--- config.mk ---
export PLATFORM = sky130hd
export DESIGN_NAME = gseq_row_sequencer
export DESIGN_NICKNAME = d
export VERILOG_FILES = /design/src/rtl/gseq_pkg.sv /design/src/rtl/gseq_h_timer.sv /design/src/rtl/gseq_dur_sel.sv /design/src/rtl/gseq_phase_ctrl.sv /design/src/rtl/gseq_line_decode.sv /design/src/rtl/gseq_row_sequencer.sv
export SDC_FILE = /design/constraint.sdc
export NUM_CORES = 1
export LEC_CHECK = 0
export ABC_AREA = 1
export BUFFER_PORTS_ARGS = -buffer_cell sky130_fd_sc_hd__buf_2
export CORE_UTILIZATION = 25
export DETAILED_ROUTE_END_ITERATION = 10
export HOLD_SLACK_MARGIN = 0.15
export PLACE_DENSITY_LB_ADDON = 0.15
export SLEW_MARGIN = 0
export SYNTH_ARGS = -nofsm -noshare
export SYNTH_HDL_FRONTEND = slang
export SYNTH_SLANG_ARGS = --single-unit
--- constraint.sdc ---
create_clock -name clk -period 3.7 [get_ports clk]
set_clock_uncertainty 0.1 [all_clocks]
set_input_delay 0.74 -clock clk [delete_from_list [all_inputs] [get_ports clk]]
set_output_delay 0.74 -clock clk [all_outputs]
set_load 0.005 [all_outputs]
--- src/rtl/gseq_pkg.sv ---
package gseq_pkg;

  typedef enum logic [3:0] {
    PH_IDLE,
    PH_LEAD,
    PH_ANODE,
    PH_GAP1,
    PH_GATE,
    PH_GAP2,
    PH_DRAIN,
    PH_GAP3,
    PH_SAMPLE,
    PH_GAP4,
    PH_RESET,
    PH_GAP5,
    PH_EMIT
  } phase_e;

  typedef struct packed {
    logic em;
    logic s1;
    logic s2;
    logic s3;
    logic s4;
  } lines_t;

endpackage

--- src/rtl/gseq_h_timer.sv ---
module gseq_h_timer #(
  parameter int CNT_W = 7
) (
  input  logic             clk,
  input  logic             rst,
  input  logic             clear,
  input  logic             tick,
  input  logic [CNT_W-1:0] dur,
  output logic             done
);
  logic [CNT_W-1:0] cnt_q;
  logic [CNT_W-1:0] last;

  // a zero width is treated as one H
  always_comb begin
    last = (dur == '0) ? '0 : dur - 1'b1;
    done = tick && !clear && (cnt_q >= last);
  end

  always_ff @(posedge clk) begin
    if (rst || clear) begin
      cnt_q <= '0;
    end else if (done) begin
      cnt_q <= '0;
    end else if (tick) begin
      cnt_q <= cnt_q + 1'b1;
    end
  end
endmodule

--- src/rtl/gseq_dur_sel.sv ---
module gseq_dur_sel
  import gseq_pkg::*;
#(
  parameter int CNT_W = 7
) (
  input  phase_e           phase,
  input  logic             is_skip,
  input  logic [CNT_W-1:0] anode_w,
  input  logic [CNT_W-1:0] gate_w,
  input  logic [CNT_W-1:0] drain_w,
  input  logic [CNT_W-1:0] rst_ref_w,
  input  logic [CNT_W-1:0] rst_skip_w,
  output logic [CNT_W-1:0] dur
);
  localparam logic [CNT_W-1:0] ONE_H = CNT_W'(1);

  always_comb begin
    unique case (phase)
      PH_ANODE: dur = anode_w;
      PH_GATE:  dur = gate_w;
      PH_DRAIN: dur = drain_w;
      PH_RESET: dur = is_skip ? rst_skip_w : rst_ref_w;
      default:  dur = ONE_H;
    endcase
  end
endmodule

--- src/rtl/gseq_phase_ctrl.sv ---
module gseq_phase_ctrl
  import gseq_pkg::*;
(
  input  phase_e phase_q,
  input  logic   is_skip,
  input  logic   frame_start,
  input  logic   done,
  output phase_e phase_d
);
  always_comb begin
    phase_d = phase_q;
    if (frame_start) begin
      phase_d = PH_LEAD;
    end else if (done) begin
      unique case (phase_q)
        PH_LEAD:   phase_d = is_skip ? PH_RESET : PH_ANODE;
        PH_ANODE:  phase_d = PH_GAP1;
        PH_GAP1:   phase_d = PH_GATE;
        PH_GATE:   phase_d = PH_GAP2;
        PH_GAP2:   phase_d = PH_DRAIN;
        PH_DRAIN:  phase_d = PH_GAP3;
        PH_GAP3:   phase_d = PH_SAMPLE;
        PH_SAMPLE: phase_d = PH_GAP4;
        PH_GAP4:   phase_d = PH_RESET;
        PH_RESET:  phase_d = PH_GAP5;
        PH_GAP5:   phase_d = PH_EMIT;
        default:   phase_d = phase_q;
      endcase
    end
  end
endmodule

--- src/rtl/gseq_line_decode.sv ---
module gseq_line_decode
  import gseq_pkg::*;
(
  input  phase_e phase,
  output lines_t lines
);
  always_comb begin
    lines = '0;
    unique case (phase)
      PH_ANODE:  lines.s4 = 1'b1;
      PH_GATE:   lines.s2 = 1'b1;
      PH_DRAIN:  begin lines.s1 = 1'b1; lines.s2 = 1'b1; end
      PH_SAMPLE: begin lines.s1 = 1'b1; lines.s3 = 1'b1; end
      PH_RESET:  lines.s4 = 1'b1;
      PH_EMIT:   lines.em = 1'b1;
      default:   lines = '0;
    endcase
  end
endmodule

--- src/rtl/gseq_row_sequencer.sv ---
module gseq_row_sequencer
  import gseq_pkg::*;
#(
  parameter int CNT_W = 7
) (
  input  logic             clk,
  input  logic             rst,
  input  logic             frame_start,
  input  logic             frame_refresh,
  input  logic             h_tick,
  input  logic [CNT_W-1:0] anode_init_w,
  input  logic [CNT_W-1:0] gate_init_w,
  input  logic [CNT_W-1:0] drain_init_w,
  input  logic [CNT_W-1:0] reset_refresh_w,
  input  logic [CNT_W-1:0] reset_skip_w,
  output logic             em_on,
  output logic             s1_on,
  output logic             s2_on,
  output logic             s3_on,
  output logic             s4_on
);
  phase_e           phase_q, phase_d;
  logic             skip_q;
  logic [CNT_W-1:0] anode_q, gate_q, drain_q, rref_q, rskip_q;
  logic [CNT_W-1:0] dur;
  logic             done;
  lines_t           lines_d;

  // widths and mode captured once per frame
  always_ff @(posedge clk) begin
    if (rst) begin
      skip_q  <= 1'b0;
      anode_q <= '0;
      gate_q  <= '0;
      drain_q <= '0;
      rref_q  <= '0;
      rskip_q <= '0;
    end else if (frame_start) begin
      skip_q  <= !frame_refresh;
      anode_q <= anode_init_w;
      gate_q  <= gate_init_w;
      drain_q <= drain_init_w;
      rref_q  <= reset_refresh_w;
      rskip_q <= reset_skip_w;
    end
  end

  gseq_dur_sel #(.CNT_W(CNT_W)) dur_i (
    .phase      (phase_q),
    .is_skip    (skip_q),
    .anode_w    (anode_q),
    .gate_w     (gate_q),
    .drain_w    (drain_q),
    .rst_ref_w  (rref_q),
    .rst_skip_w (rskip_q),
    .dur        (dur)
  );

  gseq_h_timer #(.CNT_W(CNT_W)) timer_i (
    .clk   (clk),
    .rst   (rst),
    .clear (frame_start),
    .tick  (h_tick),
    .dur   (dur),
    .done  (done)
  );

  gseq_phase_ctrl ctrl_i (
    .phase_q     (phase_q),
    .is_skip     (skip_q),
    .frame_start (frame_start),
    .done        (done),
    .phase_d     (phase_d)
  );

  gseq_line_decode dec_i (
    .phase (phase_d),
    .lines (lines_d)
  );

  always_ff @(posedge clk) begin
    if (rst) begin
      phase_q <= PH_IDLE;
      em_on   <= 1'b0;
      s1_on   <= 1'b0;
      s2_on   <= 1'b0;
      s3_on   <= 1'b0;
      s4_on   <= 1'b0;
    end else begin
      phase_q <= phase_d;
      em_on   <= lines_d.em;
      s1_on   <= lines_d.s1;
      s2_on   <= lines_d.s2;
      s3_on   <= lines_d.s3;
      s4_on   <= lines_d.s4;
    end
  end
endmodule

==> results.md, run 1 <==
* Outcome: finished, final reports clean
* Cell Pwr Density at roughly 350 nW/um^2
* Final HPWL DP at a little under 5000 um
* CP Launch Type: register
* CTS Buf Count at 5
* Post-synth EDFFs at 0
* Top cells by count, synth: 94 x nand2_1, 85 x nor2_1, 52 x dfxtp_1, 41 x o21ai_0, 35 x inv_1
* DR vias at roughly 2500
* Comb pwr share at 0.155
* Most frequent cell after synthesis: nand2_1
* TNS Setup at 0 ps
* Final-report setup violation count at 0
* Hold Crit Start: anode_q[3]
* Vias per inst at 4.34
* Internal power at 0.789 mW
* Mapped Area at between 2000 and 3000 sq um
* Antenna violations before repair at 0
* Core ar. at 10500 sq um
* Pins over their slew limit at 0
* Place WS at 312 ps
* Cell accounting for the most synthesized area: dfxtp_1
* Die Ht at 107 um
* Pin count of the biggest net entering global routing at approximately 50
* Final core utilization at 0.307
* Async SR Flop Fraction at 0
* Post-synthesis sequential area ratio at 0.381
* Ant diodes at 0
* CP Capture Type: register
* Max cap viols at 0
* Number of distinct library cells after synthesis at 31
* Hold_buf cts at 0
* Buf/Inv on CP at 3
* Tightest Hold Check Type: reg -> reg
* Top-area cell type share of the netlist area at 0.381
* Worst-Margin Slew at roughly 540 ps
* Reg2reg path depth at 25
* Clock Power Share at 0.303
* CTS tree: done
* Minimum clock period at between 3000 and 4000 ps
* Crit Reg-Reg Startpoint: phase_q[2]
* FF/Latch Area at approximately 1000 sq um
* Worst Hold Depth at 2
* Antenna viol nets, final at 0
* Nets@finish at between 400 and 500
* Slowest stage cell, crit path: dfxtp_2
* Setup CP Type: reg -> reg
* Clock Path Buffers at 2
* Worst slew margin at 0.642
* Final hold violation count at 0
* Primary FF master, synth: dfxtp_1
* First-pass GRT wire length at roughly 12000 um
* Post-route non-filler standard cell count at approximately 600
* Remaining DRCs at 0
* Share of power burned in registers at 0.542
* Share of layout cells above drive strength 1 at 0.192
* # fillers at 1214
* Initial drt markers at 72
* Most frequent cell on the critical path: nand2_1
* I/O Buffers at 44
* Hold EP: anode_q[3]
* Required time of the worst setup path at around 3900 ps
* Fin crit share at 0.886
* Syn. warnings at 0
* DRT Pass-1 Iters at 4
* Lkg Pwr at between 1.5 and 2 nW
* WL final at approximately 6700 um
* Sw power at 0.329 mW
* Syn Inst Count at roughly 400
* Clock-pin slew on the worst setup and hold paths at approximately 100 ps
* Final setup margin at 421 ps
* WP data arrival at ~3500 ps
* DIE WIDTH at 107 um
* Worst-path fanout max at 5
* Worst R2R Setup Slack at about 420 ps
* Largest stage delay, worst path at about 400 ps
* Area grow syn2layout at 17.4%
* Ranking of synthesized cells by area: dfxtp_1 38%, nand2_1 13%, nor2_1 12%
* Clock Root Buffer: clkbuf_8
* VDD IR-drop max at ~0.14 mV
* Vias in the first global route at between 2000 and 2500
* Total grt overflow at 0
* Routed length per instance at between 10 and 15 um
* Synth Register Bits at 52
* Final GP Congestion at between 0.7 and 0.8
* Top cell family by delay on the critical path: simple AND/OR/NAND/NOR gates
* Design Power at ~1.1 mW
* Die ar. at approximately 11000 sq um
* Placed Cells at about 580
* Starting Density at 0.261
* Avg Inst Size Synth at 6.70 sq um
* Sw frac at 0.294
* Number of primary I/O pins at between 40 and 50
* Clock Latency Late Sink at slightly above 300 ps
* R2r endpoint: s1_on
* CTS sink cnt at 52
* Synthesized Nets at between 400 and 500
* Gr usage total at 0.127
* Rows at 37
* Maximum clock rate at ~0.30 GHz
* Area occupied by multi-input gates at between 1000 and 1500 sq um
* Unrepaired setup endpoints after global routing: yes
* Max H-tree Level at 2
[sequential cells by signal, summed over array words and instances, names as in the netlist]
| signal | count |
|---|---|
| em_on | 1 |
| timer_i.cnt_q | 7 |
| drain_q | 7 |
| rref_q | 7 |
| s3_on | 1 |
| skip_q | 1 |
| rskip_q | 7 |
| s1_on | 1 |
| gate_q | 7 |
| phase_q | 4 |
| s2_on | 1 |
| s4_on | 1 |
| anode_q | 7 |
[placed cells by master (no fill, tap or decap), types with 2 or more instances in the layout]
master	synthesis	layout
nand4_1	2	2
nand3_1	16	16
inv_1	35	35
xor2_1	3	3
o22ai_1	5	5
xnor2_1	3	3
ha_1	9	9
dfxtp_2	0	3
buf_4	0	3
nor3_1	3	3
nor2_1	85	84
a21oi_1	14	14
o211ai_1	2	2
inv_2	8	8
dfxtp_1	52	48
clkbuf_8	0	5
nand2_2	3	4
o21ai_0	41	41
nor2_4	2	5
nand2_4	5	5
buf_2	2	44
nand2_1	94	93
[tightest hold or removal path: cells and delay by family, from the launching register on]
kind                   cells  cell delay, ps
AO/OA/AOI/OAI              1              60
flip-flops                 1             310
buffers and inverters      1              60
[cells by family after synthesis]
group,count (synthesis),share of synthesized area
AO/OA/AOI/OAI,66,0.129
XOR/XNOR,6,0.0192
adder cells (fa/ha/maj),9,0.0412
buffers and inverters,58,0.0815
flip-flops,52,0.381
AND/OR/NAND/NOR,217,0.348
[routing by layer]
layer  GRT usage  vias up  part of all wire
li1            -     1366                 -
met4      0.0333        0            0.0097
met1       0.174     1121              0.52
met3      0.0255        7             0.031
met5           0        -                 0
met2       0.203       42              0.44
[metrics by stage]
step,instance area (sq um),hold WS [ps]
final,3210,365
after global routing,3210,388
after CTS,3180,370
after detailed placement,3090,355
after global placement,3090,346
after floorplan,2730,329
[area by class of cell]
type,instances,share of cell area
Timing Repair Buffer,47,0.0756
Tap cell,136,0.0530
Clock buffer,5,0.0214
Inverter,44,0.0522
Multi-Input combinational cell,298,0.464
Sequential cell,52,0.327
Clock inverter,3,0.00663
[worst max path at each step]
stage,startpoint,cells past startpoint,end
final,phase_q[2],25,s1_on
after global routing,phase_q[1],19,timer_i.cnt_q[2]
after floorplan,phase_q[2],24,s1_on
after CTS,phase_q[1],25,s1_on
after detailed placement,phase_q[1],25,s1_on
after global placement,phase_q[3],25,s1_on
[timing repair]
item | 4_1_cts | 5_1_grt
hold endpoints to repair | 0 | 0
gates resized for setup | 0 | 10
setup buffers | 0 | 0
endpoints found under the setup margin | 0 | 15
[power by group through the flow]
stage / registers [mW] / logic [mW] / clock network, mW
after floorplan: 0.613 / 0.121 / 0
after global placement: 0.618 / 0.174 / 0
after detailed placement: 0.618 / 0.173 / 0
after CTS: 0.605 / 0.174 / 0.353
after global routing: 0.610 / 0.204 / 0.379
final: 0.606 / 0.173 / 0.339
Note: power is estimated with default switching activity, not from simulation.
==> inputs of run 2 (changes only) <==
- RECOVER_POWER: unset -> 25
- SETUP_SLACK_MARGIN: unset -> 0.3
- clock period: 3.7 -> 3.55 ns (I/O delays scaled with it)
==> results.md, run 2 (synthesis results as in run 1) <==
* Reg2reg path depth at 25
* Core ar. at ~10000 sq um
* WL final at approximately 7000 um
* Worst slew margin at 0.147
* Maximum clock rate at around 0.33 GHz
* Nets@finish at around 510
* DR vias at around 2600
* Pin count of the biggest net entering global routing at 37
* Area occupied by multi-input gates at around 1600 sq um
* Gr usage total at 0.126
* WP data arrival at approximately 3300 ps
* Hold Crit Start: drain_q[6]
* CP Capture Type: register
* Number of primary I/O pins at 45
* Setup CP Type: reg -> reg
* Most common cell after layout, fill and taps aside: nand2_1
* Vias per inst at between 4 and 5
* Clock Path Buffers at 2
* Rows at 37
* Worst Hold Depth at 2
* Fin crit share at 0.865
* Antenna violations before repair at 0
* Crit Reg-Reg Startpoint: phase_q[0]
* TNS Setup at 0 ps
* Final GP Congestion at 0.756
* Worst-Margin Slew at around 1300 ps
* Design Power at about 1.3 mW
* DIE WIDTH at 107 um
* First-pass GRT wire length at approximately 11000 um
* Pins over their slew limit at 0
* Ant diodes at 0
* Clock Root Buffer: clkbuf_8
* Routed length per instance at around 12 um
* Final-report setup violation count at 0
* Minimum clock period at a little over 3000 ps
* Commonest cells after routing, fill and taps aside: 87 x nand2_1, 78 x nor2_1, 47 x dfxtp_1
* R2r endpoint: s1_on
* Antenna viol nets, final at 0
* Initial drt markers at 32
* VDD IR-drop max at 0.131 mV
* Max H-tree Level at 2
* Max cap viols at 0
* CTS sink cnt at 52
* CTS tree: done
* DRT Pass-1 Iters at 4
* Tightest Hold Check Type: reg -> reg
* Placed Cells at 580
* Final HPWL DP at ~5000 um
* Cell Pwr Density at around 360 nW/um^2
* CTS Buf Count at 5
* Vias in the first global route at between 2000 and 2500
* Share of layout cells above drive strength 1 at 0.267
* Die ar. at 11400 sq um
* Hold EP: drain_q[6]
* CP Launch Type: register
* Final hold violation count at 0
* Total grt overflow at 0
* Outcome: finished, final reports clean
* Lkg Pwr at around 1.7 nW
* # fillers at 1213
* Clock-pin slew on the worst setup and hold paths at about 110 ps
* I/O Buffers at 44
* Remaining DRCs at 0
* Post-route non-filler standard cell count at between 600 and 700
* Worst R2R Setup Slack at around 480 ps
* Required time of the worst setup path at between 3000 and 4000 ps
* Die Ht at about 110 um
* Starting Density at 0.261
* Area grow syn2layout at 28.4%
* Worst-path fanout max at 6
* FF/Latch Area at 1060 sq um
* Unrepaired setup endpoints after global routing: yes
* Clock Latency Late Sink at approximately 320 ps
## run 2: metrics by stage
step | hold WS, ps | setup slack (ps) | util | area, sq um
6_report | 359 | 479 | 0.336 | 3510
5_1_grt | 387 | 207 | 0.336 | 3510
4_1_cts | 366 | 302 | 0.314 | 3280
3_5_place_dp | 352 | 130 | 0.298 | 3110
3_3_place_gp | 342 | 189 | 0.298 | 3110
2_1_floorplan | 329 | 565 | - | 2730
## run 2: repair_timing
action / in CTS / in global routing
pin swaps: 2 / 22
setup endpoints to repair: 16 / 16
gates resized for setup: 13 / 34
hold buffers: 0 / 0
setup buffers: 1 / 12
hold endpoints to repair: 0 / 0
## run 2: layout make-up
| cell class | count | share of cell area |
|---|---|---|
| multi-input cells | 298 | 0.462 |
| flip-flops and latches | 52 | 0.301 |
| repair buffers | 63 | 0.107 |
| inverters | 44 | 0.0499 |
| well taps | 136 | 0.0485 |
| clock buffers | 6 | 0.0207 |
| clock inverters | 2 | 0.0110 |
## run 2: worst max path at each step
stage	start	to	slack, ps	cells past startpoint
floorplan	phase_q[2]	s1_on	570	24
global placement	phase_q[2]	timer_i.cnt_q[2]	190	19
detailed placement	phase_q[1]	timer_i.cnt_q[2]	130	19
CTS	phase_q[0]	s1_on	300	26
global route	phase_q[0]	s1_on	210	27
finish	phase_q[0]	s1_on	480	25
## run 2: worst max-delay path: stages (launching register included)
cell,delay [ps]
dfxtp_4,410
inv_4,50
nand2_4,90
inv_6,50
nand2_4,60
o22ai_2,80
nor2_1,130
nand3_2,100
inv_2,100
ha_4,150
nand2_4,50
nor2_4,120
nand4_4,140
nand3_1,120
ha_1,240
nand2_2,90
inv_1,60
a21oi_1,180
nand3_2,110
nand2_2,100
nand2_1,80
nand3_1,90
nand2_1,80
nor2_1,110
nand2_1,70
nand2_1,60
## run 2: per-layer routing
metal	vias to the layer above	GRT usage	wire length, um
met2	52	0.194	3010
met1	1120	0.171	3540
met4	0	0.0391	108
met5	-	0	0
li1	1399	-	-
met3	12	0.0334	300
## run 2: power breakdown
group | internal, mW | switching, mW
Clock | 0.214 | 0.219
Sequential | 0.613 | 0.0171
Combinational | 0.0868 | 0.127
==> inputs of run 3 (changes only) <==
- CORE_MARGIN: unset -> 2
- RECOVER_POWER: 25 -> 50
- REMOVE_ABC_BUFFERS: unset -> 1
==> results.md, run 3 (synthesis results as in run 1) <==
* Pin count of the biggest net entering global routing at 45
* First-pass GRT wire length at ~11000 um
* Most common cell after layout, fill and taps aside: nand2_1
* Core ar. at between 10000 and 15000 sq um
* Design Power at between 1 and 1.5 mW
* CTS Buf Count at 5
* Rows at 38
* Final hold violation count at 0
* Final-report setup violation count at 0
* Clock Root Buffer: clkbuf_8
* Die ar. at about 12000 sq um
* Commonest cells after routing, fill and taps aside: 85 x nand2_1, 80 x nor2_1, 47 x dfxtp_1
* GRT Max-Usage Layer: met2
* VDD IR-drop max at about 0.17 mV
* Starting Density at 0.254
* Slowest stage cell, crit path: dfxtp_4
* DRT Pass-1 Iters at 4
* Met2 global-route usage at 0.197
* CTS sink cnt at 52
* Remaining DRCs at 0
* # fillers at about 1300
* Clock Latency Late Sink at around 310 ps
* Ant diodes at 0
* Routed length per instance at 11.3 um
* Die Ht at 109 um
* Antenna viol nets, final at 0
* CP Capture Type: register
* Nets@finish at 505
* Outcome: finished, final reports clean
* Max H-tree Level at 2
* Final Cell Area at about 3400 sq um
* Gr usage total at 0.122
* Lkg Pwr at ~1.6 nW
* Fin crit share at 0.888
* TNS Setup at 0 ps
* Tightest Hold Check Type: reg -> reg
* Vias in the first global route at between 2000 and 2500
* Total grt overflow at 0
* CP Launch Type: register
* Hold_buf cts at 0
* Final setup margin at 398 ps
* Required time of the worst setup path at approximately 3700 ps
* DR vias at roughly 2600
* Minimum clock period at between 3000 and 4000 ps
* M1 GR Usage at 0.166
* Number of primary I/O pins at 45
* Area grow syn2layout at 24.2%
* WL final at between 6000 and 7000 um
* Setup CP Type: reg -> reg
* Initial drt markers at 78
* M3 GR Usage at 0.0247
* Clock-pin slew on the worst setup and hold paths at roughly 110 ps
* Worst slew margin at 0.151
* Maximum clock rate at roughly 0.32 GHz
* Antenna violations before repair at 0
* Most frequent cell on the critical path: nand2_1
* Final GP Congestion at approximately 0.79
* WP data arrival at 3320 ps
* CTS tree: done
* Max cap viols at 0
* Place WS at between 100 and 150 ps
* Clock Path Buffers at 2
* Share of layout cells above drive strength 1 at 0.256
* Final HPWL DP at 5000 um
* I/O Buffers at between 40 and 50
* Cell Pwr Density at roughly 350 nW/um^2
* Worst-path fanout max at 7
* Unrepaired setup endpoints after global routing: yes
* Pins over their slew limit at 0
* Largest stage delay, worst path at between 400 and 500 ps
* WHS at approximately 360 ps
* Worst-Margin Slew at 1270 ps
* Vias per inst at 4.30
* Post-DP Area at between 3000 and 4000 sq um
* DIE WIDTH at between 100 and 150 um
[run 3: changes by cell type in the layout (fill, tap and decap cells not counted), sizes merged]
cell | before | now
clkinvlp | 0 | 1
clkbuf | 8 | 7
buf | 61 | 53
clkinv | 0 | 1
bufinv | 1 | 0
[run 3: final timing paths]
path | startpoint | end | slack, ps | cells after the start
setup / recovery | phase_q[0] | s1_on | 400 | 27
hold / removal | drain_q[5] | drain_q[5] | 360 | 2
setup reg to reg | phase_q[0] | s1_on | 400 | 27
hold reg to reg | drain_q[5] | drain_q[5] | 360 | 2
[run 3: timing repair]
item / 4_1_cts / 5_1_grt
endpoints found under the setup margin: 15 / 16
endpoints found under the hold margin: 0 / 0
pin swaps: 0 / 20
gates resized for setup: 12 / 30
buffers inserted: 0 / 6
[run 3: per-layer routing]
layer,routed length [um],vias up,part of all wire
met4,95,0,0.014
met3,227,9,0.034
met5,0,-,0
li1,-,1387,-
met1,3480,1128,0.51
met2,2960,44,0.44
[run 3: power breakdown]
group	internal [mW]	switching, mW	leakage (nW)	total [mW]
clock	0.141	0.220	0.0445	0.361
sequential	0.614	0.0174	0.432	0.632
combinational	0.0774	0.119	1.15	0.197
total	0.833	0.357	1.63	1.19
[run 3: through the flow]
step / utilization / cells
floorplan: - / 394
global placement: 0.290 / 583
detailed placement: 0.290 / 583
CTS: 0.300 / 591
global route: 0.316 / 597
finish: 0.316 / 597
[run 3: critical path: cells and delay by family (launching register included)]
kind            cells  cell delay (ps)
fa+ha+maj           2              420
simple gates       20             1800
buf+inv             4              320
compound gates      1               60
flops               1              410
[run 3: area by class of cell]
class | instances | area [sq um] | area share
clock buffer | 5 | 68.8 | 0.0203
clock inverter | 3 | 21.3 | 0.00626
inverter | 44 | 173 | 0.0508
multi-input combinational | 298 | 1600 | 0.472
sequential | 52 | 1050 | 0.310
tap | 140 | 175 | 0.0516
timing repair buffer | 55 | 302 | 0.0888
